==> src/rtl/census_pkg.sv <==
package census_pkg;

   // Bits needed to hold a count from 0 to n inclusive
   function automatic int count_bits(input int n);
      return (n < 1) ? 1 : $clog2(n + 1);
   endfunction

   // Bits needed to index n items
   function automatic int index_bits(input int n);
      return (n < 2) ? 1 : $clog2(n);
   endfunction

endpackage

==> src/rtl/cen_popcount.sv <==
module cen_popcount #(
   parameter int W  = 24,
   parameter int CW = 5
) (
   input  logic [W-1:0]  bits_i,
   output logic [CW-1:0] count_o
);

   // Loop bound is the vector width, so the adder chain fully unrolls
   always_comb begin
      count_o = '0;
      for (int b = 0; b < W; b++) begin
         count_o = count_o + CW'(bits_i[b]);
      end
   end

endmodule

==> src/rtl/cen_cost_array.sv <==
module cen_cost_array #(
   parameter int SIG_W    = 24,
   parameter int NUM_DISP = 60,
   parameter int DIST_W   = 5,
   parameter int COL_W    = 6
) (
   input  logic                             clk,
   input  logic                             rst_n,
   input  logic                             in_valid,
   input  logic                             row_start,
   input  logic [SIG_W-1:0]                 ref_sig,
   input  logic [SIG_W-1:0]                 tgt_sig,
   output logic                             cost_valid,
   output logic [NUM_DISP-1:0][DIST_W-1:0]  cost
);

   localparam int              HIST_N  = NUM_DISP - 1;
   localparam logic [COL_W-1:0] COL_MAX = COL_W'(NUM_DISP - 1);

   logic [SIG_W-1:0] hist [HIST_N];
   logic [COL_W-1:0] col_cnt;
   logic [COL_W-1:0] cur_col;

   // Column of the pixel presented now, saturating at the window edge
   always_comb begin
      if (row_start)
         cur_col = '0;
      else if (col_cnt == COL_MAX)
         cur_col = COL_MAX;
      else
         cur_col = col_cnt + 1'b1;
   end

   always_ff @(posedge clk or negedge rst_n) begin
      if (!rst_n) begin
         col_cnt    <= '0;
         cost_valid <= 1'b0;
      end else begin
         cost_valid <= in_valid;
         if (in_valid) col_cnt <= cur_col;
      end
   end

   // Row history: hist[k] holds the target signature k+1 columns back
   always_ff @(posedge clk) begin
      if (in_valid) begin
         hist[0] <= tgt_sig;
         for (int k = 1; k < HIST_N; k++) hist[k] <= hist[k-1];
      end
   end

   for (genvar d = 0; d < NUM_DISP; d++) begin : g_cand
      logic [SIG_W-1:0]  cand;
      logic [DIST_W-1:0] pc;
      logic [DIST_W-1:0] dq;

      if (d == 0) begin : g_now
         assign cand = tgt_sig;
      end else begin : g_old
         assign cand = hist[d-1];
      end

      cen_popcount #(.W(SIG_W), .CW(DIST_W)) u_pc (
         .bits_i  (ref_sig ^ cand),
         .count_o (pc)
      );

      always_ff @(posedge clk) begin
         if (in_valid) dq <= (d > int'(cur_col)) ? '1 : pc;
      end

      assign cost[d] = dq;
   end

endmodule

==> src/rtl/cen_min_tree.sv <==
module cen_min_tree #(
   parameter int NUM_DISP = 60,
   parameter int DIST_W   = 5,
   parameter int IDX_W    = 6
) (
   input  logic                             clk,
   input  logic                             rst_n,
   input  logic                             in_valid,
   input  logic [NUM_DISP-1:0][DIST_W-1:0]  in_cost,
   output logic                             out_valid,
   output logic [IDX_W-1:0]                 out_idx,
   output logic [DIST_W-1:0]                out_cost
);

   localparam int LEVELS = $clog2(NUM_DISP);
   localparam int LEAVES = 1 << LEVELS;

   // Heap layout: node n has children 2n and 2n+1; leaves at LEAVES..2*LEAVES-1
   logic [DIST_W-1:0] node_d [1:2*LEAVES-1];
   logic [IDX_W-1:0]  node_i [1:2*LEAVES-1];
   logic [LEVELS-1:0] vpipe;

   for (genvar i = 0; i < LEAVES; i++) begin : g_leaf
      if (i < NUM_DISP) begin : g_real
         assign node_d[LEAVES+i] = in_cost[i];
      end else begin : g_pad
         assign node_d[LEAVES+i] = '1;
      end
      assign node_i[LEAVES+i] = IDX_W'(i);
   end

   // One register per internal node; the left child holds lower disparities
   for (genvar n = 1; n < LEAVES; n++) begin : g_node
      logic [DIST_W-1:0] qd;
      logic [IDX_W-1:0]  qi;
      always_ff @(posedge clk) begin
         if (node_d[2*n] <= node_d[2*n+1]) begin
            qd <= node_d[2*n];
            qi <= node_i[2*n];
         end else begin
            qd <= node_d[2*n+1];
            qi <= node_i[2*n+1];
         end
      end
      assign node_d[n] = qd;
      assign node_i[n] = qi;
   end

   if (LEVELS == 1) begin : g_v1
      always_ff @(posedge clk or negedge rst_n) begin
         if (!rst_n) vpipe <= '0;
         else        vpipe <= in_valid;
      end
   end else begin : g_vn
      always_ff @(posedge clk or negedge rst_n) begin
         if (!rst_n) vpipe <= '0;
         else        vpipe <= {vpipe[LEVELS-2:0], in_valid};
      end
   end

   assign out_valid = vpipe[LEVELS-1];
   assign out_idx   = node_i[1];
   assign out_cost  = node_d[1];

endmodule

==> src/rtl/cen_disparity_sel.sv <==
module cen_disparity_sel
   import census_pkg::*;
#(
   parameter int SIG_W    = 24,
   parameter int NUM_DISP = 60,
   localparam int DIST_W  = count_bits(SIG_W),
   localparam int IDX_W   = index_bits(NUM_DISP)
) (
   input  logic              clk,
   input  logic              rst_n,
   input  logic              in_valid,
   input  logic              row_start,
   input  logic [SIG_W-1:0]  ref_sig,
   input  logic [SIG_W-1:0]  tgt_sig,
   output logic              out_valid,
   output logic [IDX_W-1:0]  out_disp,
   output logic [DIST_W-1:0] out_cost
);

   if (SIG_W < 1) begin : g_bad_sig
      $error("SIG_W must be at least 1");
   end
   if (NUM_DISP < 2) begin : g_bad_disp
      $error("NUM_DISP must be at least 2");
   end

   logic                            cost_valid;
   logic [NUM_DISP-1:0][DIST_W-1:0] cost;

   cen_cost_array #(
      .SIG_W    (SIG_W),
      .NUM_DISP (NUM_DISP),
      .DIST_W   (DIST_W),
      .COL_W    (IDX_W)
   ) u_cost (
      .clk        (clk),
      .rst_n      (rst_n),
      .in_valid   (in_valid),
      .row_start  (row_start),
      .ref_sig    (ref_sig),
      .tgt_sig    (tgt_sig),
      .cost_valid (cost_valid),
      .cost       (cost)
   );

   cen_min_tree #(
      .NUM_DISP (NUM_DISP),
      .DIST_W   (DIST_W),
      .IDX_W    (IDX_W)
   ) u_tree (
      .clk       (clk),
      .rst_n     (rst_n),
      .in_valid  (cost_valid),
      .in_cost   (cost),
      .out_valid (out_valid),
      .out_idx   (out_disp),
      .out_cost  (out_cost)
   );

endmodule

==> config.mk <==
export PLATFORM = sky130hd
export DESIGN_NAME = cen_disparity_sel
export DESIGN_NICKNAME = d
export VERILOG_FILES = /design/src/rtl/census_pkg.sv /design/src/rtl/cen_popcount.sv /design/src/rtl/cen_cost_array.sv /design/src/rtl/cen_min_tree.sv /design/src/rtl/cen_disparity_sel.sv
export SDC_FILE = /design/constraint.sdc
export NUM_CORES = 2
export LEC_CHECK = 0
export ABC_AREA = 1
export BUFFER_PORTS_ARGS = -buffer_cell sky130_fd_sc_hd__buf_4
export CORE_MARGIN = 2
export CORE_UTILIZATION = 65
export CTS_BUF_LIST = sky130_fd_sc_hd__clkbuf_16
export DETAILED_ROUTE_END_ITERATION = 16
export PLACE_DENSITY = 0.81
export SKIP_LAST_GASP = 1
export SYNTH_ARGS = -nofsm -noshare
export SYNTH_HDL_FRONTEND = slang
export SYNTH_SLANG_ARGS = --single-unit
==> constraint.sdc <==
create_clock -name clk -period 11.6 [get_ports clk]
set_clock_uncertainty 0.2 [all_clocks]
set_input_delay 2.32 -clock clk [delete_from_list [all_inputs] [get_ports clk]]
set_output_delay 2.32 -clock clk [all_outputs]
set_load 0.05 [all_outputs]
Word-level counts from Yosys, hierarchy flattened
Memory sizes are Yosys's and may differ from the RTL's.
Index checks and enable logic that the tools add are counted.
{"block": "classes", "order_cmp": 119, "bitwise": 60, "n_mux": 122, "addsub": 1381, "eq_ne": 1}
{"cell": "adder 5 x 1 -> 5 bit", "count": 1140}
{"cell": "bitwise XOR 24 bit", "count": 60}
{"cell": "2-to-1 mux 5 bit", "count": 63}
{"cell": "adder 4 x 1 -> 5 bit", "count": 60}
{"cell": "<= comparator 5 bit", "count": 59}
{"cell": "adder 3 x 1 -> 4 bit", "count": 60}
{"cell": "adder 2 x 1 -> 3 bit", "count": 60}
{"cell": "> comparator 6 bit, first input constant", "count": 28}
{"cell": "2-to-1 mux 6 bit", "count": 23}
{"cell": "adder 1 x 1 -> 2 bit", "count": 60}
{"cell": "> comparator 5 x 6 -> 1 bit, first input constant", "count": 16}
{"cell": "> comparator 4 x 6 -> 1 bit, first input constant", "count": 8}
{"cell": "2-to-1 mux 1 bit", "count": 32}
{"cell": "> comparator 3 x 6 -> 1 bit, first input constant", "count": 4}
{"cell": "> comparator 2 x 6 -> 1 bit, first input constant", "count": 2}
{"cell": "2-to-1 mux 4 bit", "count": 2}
{"cell": "adder 6 x 1 -> 6 bit, second input constant", "count": 1}
{"cell": "equality test 6 bit, second input constant", "count": 1}
{"cell": "> comparator 1 x 6 -> 1 bit, first input constant", "count": 1}
{"cell": "<= comparator 5 bit, second input constant", "count": 1}
{"cell": "2-to-1 mux 3 bit", "count": 1}
{"cell": "2-to-1 mux 2 bit", "count": 1}
{"block": "totals", "ff_bits": 923, "mem_bits_rw": 1416, "input_bits": 52, "n_memories": 1, "word_cells": 1867}
{"name": "u_cost.hist", "words": 59, "word_bits": 24, "rd": 59, "rd_ports_with_merged_regs": 0, "write_ports": 59, "line": "cen_cost_array.sv:20", "rtl": "logic [SIG_W-1:0] hist [HIST_N];"}

Logic depth before layout (Yosys ltp)
An unclocked memory read counts as a cell.
{"block": "depth", "word_depth": 25, "mapped_depth": 19, "depth_no_buf": 17}

Cells and area by module
A second synthesis with hierarchy kept.
{"block": "unflattened", "hier_cells": 11700, "hier_area_um2": 130709.1}
{"module": "cen_cost_array", "area_per_inst_um2": 68124.1, "instances": 1, "cells_each": 3950, "seq_area_each_um2": 51704.6}
{"module": "cen_min_tree", "area_per_inst_um2": 21838.4, "instances": 1, "cells_each": 2955, "seq_area_each_um2": 8478.1}
{"module": "cen_popcount (u_cost.g_cand[14].u_pc ...)", "area_per_inst_um2": 694.4, "instances": 29, "cells_each": 84, "seq_area_each_um2": 0.0}
{"module": "cen_popcount (u_cost.g_cand[0].u_pc ...)", "area_per_inst_um2": 664.4, "instances": 29, "cells_each": 76, "seq_area_each_um2": 0.0}
{"module": "cen_popcount (u_cost.g_cand[8].u_pc)", "area_per_inst_um2": 690.7, "instances": 1, "cells_each": 83, "seq_area_each_um2": 0.0}
{"module": "cen_popcount (u_cost.g_cand[9].u_pc)", "area_per_inst_um2": 650.6, "instances": 1, "cells_each": 72, "seq_area_each_um2": 0.0}

Least setup slack after synthesis
No wires, ideal clock.
{"block": "synth_path", "path_type": "in2reg", "from": "in ref_sig[0]", "to": "reg u_cost.g_cand[13].dq[4], data pin", "path_stages": 17, "required_ps": 11134, "t_arrival_ps": 6711, "path_slack_ps": 4423, "path_buffers": 2, "cell_sequence": "clkbuf_1 > clkbuf_1 > xnor2_1 > fa_1 > inv_1 > fa_1 > fa_1 > fa_1 > inv_1 > fa_1 > inv_1 > ha_1 > fa_1 > nand2_1 > nand2_1 > a21oi_1 > nand2_1"}
{"block": "synth_via", "elab_chain_cells": 24}
{"element": "start: declaration", "line": "cen_disparity_sel.sv:13", "rtl": "input logic [SIG_W-1:0] ref_sig,"}
{"element": "bitwise XOR 24 bit", "line": "cen_cost_array.sv:64", "rtl": ".bits_i (ref_sig ^ cand),"}
{"element": "adder 1 x 1 -> 2 bit", "line": "cen_popcount.sv:13", "rtl": "count_o = count_o + CW'(bits_i[b]);"}
{"element": "adder 2 x 1 -> 3 bit", "line": "cen_popcount.sv:13"}
{"element": "adder 3 x 1 -> 4 bit", "line": "cen_popcount.sv:13"}
{"element": "adder 4 x 1 -> 5 bit", "line": "cen_popcount.sv:13"}
{"element": "adder 5 x 1 -> 5 bit (19 in a row)", "line": "cen_popcount.sv:13"}
{"element": "end signal: assignment", "line": "cen_cost_array.sv:69", "rtl": "if (in_valid) dq <= (d > int'(cur_col)) ? '1 : pc;"}
{"element": "end: declaration", "line": "cen_cost_array.sv:55", "rtl": "logic [DIST_W-1:0] dq;"}
No other way between the ends.
A chain may end at the register's enable or synchronous reset.

Worst setup path after layout
{"block": "layout_path", "from": "in ref_sig[19]", "to": "reg u_cost.g_cand[48].dq[4], data pin"}
{"block": "layout_via", "elab_chain_cells": 6}
{"element": "bitwise XOR 24 bit", "line": "cen_cost_array.sv:64"}
{"element": "adder 5 x 1 -> 5 bit (5 in a row)", "line": "cen_popcount.sv:13"}
{"element": "end signal: assignment", "line": "cen_cost_array.sv:69"}
{"element": "end: declaration", "line": "cen_cost_array.sv:55"}
No other way between the ends.

==> impl_summary.log <==
[metrics] status: completed
[metrics] Synthesis Warnings: 0
[metrics] final setup vio count: 0
[metrics] estimated wirelength of the detail-placed design: around 200 mm
[metrics] final hold violation count: 0
[metrics] remaining antenna violation count after routing: 0
[metrics] Synth Cell Area: ~120000 µm²
[metrics] number of instances in the placed design: ~12000
[metrics] starting utilization of the core area: about 65%
[metrics] number of I/O pins: between 60 and 70
[metrics] height of the die: 433 µm
[metrics] dominant combinational cell family by area after synthesis: adder cells
[metrics] DR WL/cell: between 20 and 25 µm
[metrics] CTS resizes: 0
[metrics] Clock Tree Root: sky130_fd_sc_hd__clkbuf_16
[metrics] max-slew violations: 0
[metrics] Post-Synth Adder-Cell Area: about a quarter
[metrics] count of unique library cells instantiated by Yosys: 43
[metrics] GRT overflow: 0
[metrics] Routed met1 length: roughly 110 mm
[metrics] global routing usage summed across all routing layers: between 20% and 30%
[metrics] largest area contributor in the netlist: sky130_fd_sc_hd__edfxtp_1
[metrics] hold path startpoint: u_tree.g_node[30].qd[4]
[metrics] wire length of the first global-routing pass: around 410 mm
[metrics] worst min path class: reg2reg
[metrics] number of enable flip-flop cells after synthesis: approximately 1700
[metrics] XOR/XNOR share of the synthesized area: 11.2%
[metrics] total power per unit cell area: between 200 and 300 nW/µm²
[metrics] worst-case register-to-register setup slack: ~6600 ps
[metrics] pin slew with the least headroom to its limit: around 1200 ps
[metrics] share of total power in sequential cells: about a quarter
[metrics] depth of the CTS H-tree: 4
[metrics] post-synthesis mux area share: 0%
[metrics] depth of the worst hold-timing path: 0
[metrics] unrepaired setup endpoints after global routing: false
[metrics] endpoint type of the worst setup path: register
[metrics] number of synthesized register bits: approximately 2100
[metrics] fraction of registers with async set/reset: less than 1%
[metrics] post-synthesis sequential area ratio: between 50% and 60%
[metrics] TritonCTS clock tree: built
[metrics] Die Outline Area: around 190000 µm²
[metrics] number of cell rows: 157
[metrics] drt pass-1 iters: 7
[metrics] pin count of the biggest net entering global routing: a little under 200
[metrics] end of the worst hold path: u_tree.g_node[15].qd[4]
[metrics] Port Buffer Count: 63
[metrics] part of the power in combinational logic: roughly 57%
[metrics] count of hold-fix buffers inserted at cts: 0
[metrics] area growth from synthesis to layout: 8.21%
[metrics] number of buffers created by CTS: approximately 220
[metrics] Std-Cell Core Area: 183000 µm²
[metrics] data arrival time at the worst-slack endpoint: around 7700 ps
[metrics] capture point of the worst reg-to-reg path: u_cost.g_cand[11].dq[4]
[metrics] leakage dissipation: about 57 nW
[metrics] sw power: about 16 mW
[metrics] Worst Path Class, Setup: in2reg
[metrics] Final Non-Filler Cells: 12300
[metrics] CP required: 11940 ps
[metrics] complex-gate fraction of the synthesized area: approximately 2.6%
[metrics] Max clock buf depth: 3
[metrics] Mapped Avg Cell Area: approximately 13 µm²
[metrics] fraction of final layout cells sized beyond drive strength 1: between 5 and 6%
[metrics] number of DRC markers in iteration 0: between 7000 and 8000
[metrics] Clock Pin Slew Worst Setup and Hold Paths: about 60 ps
[metrics] maximum net fanout on the critical path: 33
[metrics] startpoint type of the worst setup path: primary input
[metrics] nets in the synthesized netlist: around 11000
[metrics] maximum clock frequency: between 0.1 and 0.15 GHz
[metrics] routability congestion estimate from global placement: around 0.9
[metrics] Final Routed Wirelength: 267 mm
[metrics] Routed met3 length: approximately 26 mm
[metrics] part of the total power dissipated in the clock network: between 15 and 20%
[metrics] DRC violation count after routing: 0
[metrics] time the worst path needs with I/O delays and setup: roughly 7400 ps
[metrics] vias after detailed routing: 68800
[metrics] die boundary width: about 430 µm
[metrics] final critical-path share of the clock period: around 63%
[metrics] Main synth FF type: sky130_fd_sc_hd__edfxtp_1
[metrics] area share of the leading cell type in the synthesized netlist: 43.0%
[metrics] worst reg-to-reg path cell count: 14
[metrics] beginning of the worst register-to-register path: u_cost.hist[0][247]
[metrics] fraction of the mapped netlist area in simple logic gates: under 10%
[metrics] fillers: between 10000 and 15000
[metrics] count of clock tree sinks: about 2100
[metrics] setup total negative slack: 0 ps
[metrics] worst slew margin relative to its limit: a little under a fifth
[metrics] dominant cells by area after synthesis: sky130_fd_sc_hd__edfxtp_1, sky130_fd_sc_hd__fa_1, sky130_fd_sc_hd__dfxtp_1
[metrics] fraction of power spent switching nets: a little over two fifths
[metrics] gate count after technology mapping: ~9500
[metrics] clock insertion delay at the later pin of the skew report: ~870 ps
[metrics] per-cell via count in the routed design: 5.62
[metrics] Max rail drop VDD: around 220 µV
[metrics] WL met2: ~120 mm
[metrics] top metal layer carrying routed signals: met5
[metrics] Final Net Count: approximately 11000
[metrics] number of antenna violations at the first check in global routing: 11
[metrics] maxcap violations: 0
[metrics] setup repair bufs after CTS: 0
[metrics] total internal power: between 20 and 25 mW
[metrics] via count of the first global-routing pass: just over 70000
-- cells by family (layout without fill, tap and decap cells) --
kind of cell | count (synthesis) | in the layout
other cells | 1 | 8
xor+xnor | 1526 | 1526
compound gates | 562 | 562
simple gates | 1536 | 1536
flops | 2145 | 2145
buf+inv | 2037 | 2334
fa+ha+maj | 1676 | 1676
-- power groups by stage --
stage | logic, mW | registers [mW] | clock network, mW
after floorplan | 15.1 | 9.36 | 0
after global placement | 19.7 | 9.45 | 0
after detailed placement | 21.1 | 9.46 | 0
after CTS | 21.5 | 9.31 | 6.86
after global routing | 24.4 | 9.35 | 7.13
final | 21.7 | 9.32 | 6.78
-- stage by stage --
stage	power [mW]	cell area, µm²	util [%]	setup slack, ps	hold WS (ps)
6_report	37.7	130000	70.8	4240	128
3_5_place_dp	30.6	123000	67.1	3400	113
4_1_cts	37.7	130000	70.8	4310	128
5_1_grt	40.9	130000	70.8	4110	132
2_1_floorplan	24.4	120000	-	4420	131
3_3_place_gp	29.2	123000	67.1	3540	113
-- Yosys cell counts, types with 2 or more instances --
library cell,number
sky130_fd_sc_hd__o21ai_1,5
sky130_fd_sc_hd__a21oi_2,2
sky130_fd_sc_hd__or2_1,6
sky130_fd_sc_hd__inv_1,1805
sky130_fd_sc_hd__a31o_2,23
sky130_fd_sc_hd__fa_1,1020
sky130_fd_sc_hd__clkbuf_1,81
sky130_fd_sc_hd__buf_2,127
sky130_fd_sc_hd__o211ai_1,67
sky130_fd_sc_hd__dfxtp_1,416
sky130_fd_sc_hd__xor2_1,798
sky130_fd_sc_hd__nand3_1,236
sky130_fd_sc_hd__buf_4,8
sky130_fd_sc_hd__or2_2,7
sky130_fd_sc_hd__nor2_1,46
sky130_fd_sc_hd__nor2_4,3
sky130_fd_sc_hd__xnor2_1,728
sky130_fd_sc_hd__buf_6,2
sky130_fd_sc_hd__nand4_1,87
sky130_fd_sc_hd__a211oi_1,17
sky130_fd_sc_hd__nand2_1,1069
sky130_fd_sc_hd__nand3_2,2
sky130_fd_sc_hd__o21ai_0,310
sky130_fd_sc_hd__a21oi_1,126
sky130_fd_sc_hd__ha_1,656
sky130_fd_sc_hd__inv_2,12
sky130_fd_sc_hd__nand2_2,12
sky130_fd_sc_hd__edfxtp_1,1716
sky130_fd_sc_hd__dfrtp_1,13
sky130_fd_sc_hd__nand3b_1,57
sky130_fd_sc_hd__nor2_2,8
sky130_fd_sc_hd__o21ai_2,7
-- how the worst max path moves through the flow --
stage | from | end | slack, ps | cells after the start
floorplan | ref_sig[0] | u_cost.g_cand[13].dq[4] | 4420 | 17
global placement | ref_sig[19] | u_cost.g_cand[59].dq[4] | 3540 | 18
detailed placement | ref_sig[19] | u_cost.g_cand[13].dq[4] | 3400 | 18
CTS | ref_sig[19] | u_cost.g_cand[13].dq[4] | 4310 | 18
global route | ref_sig[19] | u_cost.g_cand[48].dq[4] | 4110 | 18
finish | ref_sig[19] | u_cost.g_cand[48].dq[4] | 4240 | 18
-- routing by layer --
| layer | GRT usage, % | up-vias |
|---|---|---|
| met4 | 8.30 | 4 |
| met2 | 44.2 | 3129 |
| met3 | 6.32 | 429 |
| met5 | 0 | - |
| met1 | 41.9 | 34800 |
| li1 | - | 30500 |
-- worst max-delay path: stages --
cell and delay (ps):
sky130_fd_sc_hd__buf_4 540, sky130_fd_sc_hd__buf_4 720, sky130_fd_sc_hd__xor2_1 190, sky130_fd_sc_hd__fa_1 540, sky130_fd_sc_hd__inv_1 60, sky130_fd_sc_hd__fa_1 530
sky130_fd_sc_hd__inv_1 60, sky130_fd_sc_hd__fa_1 480, sky130_fd_sc_hd__fa_1 510, sky130_fd_sc_hd__inv_1 60, sky130_fd_sc_hd__fa_1 530, sky130_fd_sc_hd__inv_1 40
sky130_fd_sc_hd__ha_1 210, sky130_fd_sc_hd__fa_1 390, sky130_fd_sc_hd__nand2_1 100, sky130_fd_sc_hd__nand2_1 50, sky130_fd_sc_hd__a21oi_1 130, sky130_fd_sc_hd__nand2_1 90
-- area by class of cell --
class                      count  area, µm²  share of cell area (%)
inverter                    1818       6820                    5.26
tap                         2464       3080                    2.38
timing repair buffer         104        876                   0.675
antenna                        7       17.5                  0.0135
multi-input combinational   5301      51800                    39.9
clock buffer                 228       5710                    4.40
clock inverter               184       1190                   0.915
sequential                  2145      60200                    46.4
-- registers in the layout, summed over array words and instances, names as in the netlist --
signal and cells:
u_cost.hist 1416, u_tree.g_node.qi 110, u_tree.vpipe 6, u_tree.out_cost 5, u_tree.out_idx 6, u_cost.col_cnt 6, u_cost.cost_valid 1, u_cost.g_cand.dq 300
u_tree.g_node.qd 295
-- layout by cell type, fill, tap and decap left out, types with 228 or more instances in the layout --
cell,count
sky130_fd_sc_hd__inv_1,1862
sky130_fd_sc_hd__edfxtp_1,1716
sky130_fd_sc_hd__nand2_1,1069
sky130_fd_sc_hd__fa_1,1020
sky130_fd_sc_hd__xor2_1,798
sky130_fd_sc_hd__xnor2_1,728
sky130_fd_sc_hd__ha_1,656
sky130_fd_sc_hd__dfxtp_1,416
sky130_fd_sc_hd__o21ai_0,310
sky130_fd_sc_hd__nand3_1,236
sky130_fd_sc_hd__clkbuf_16,228
(Power assumes the default switching activity.)
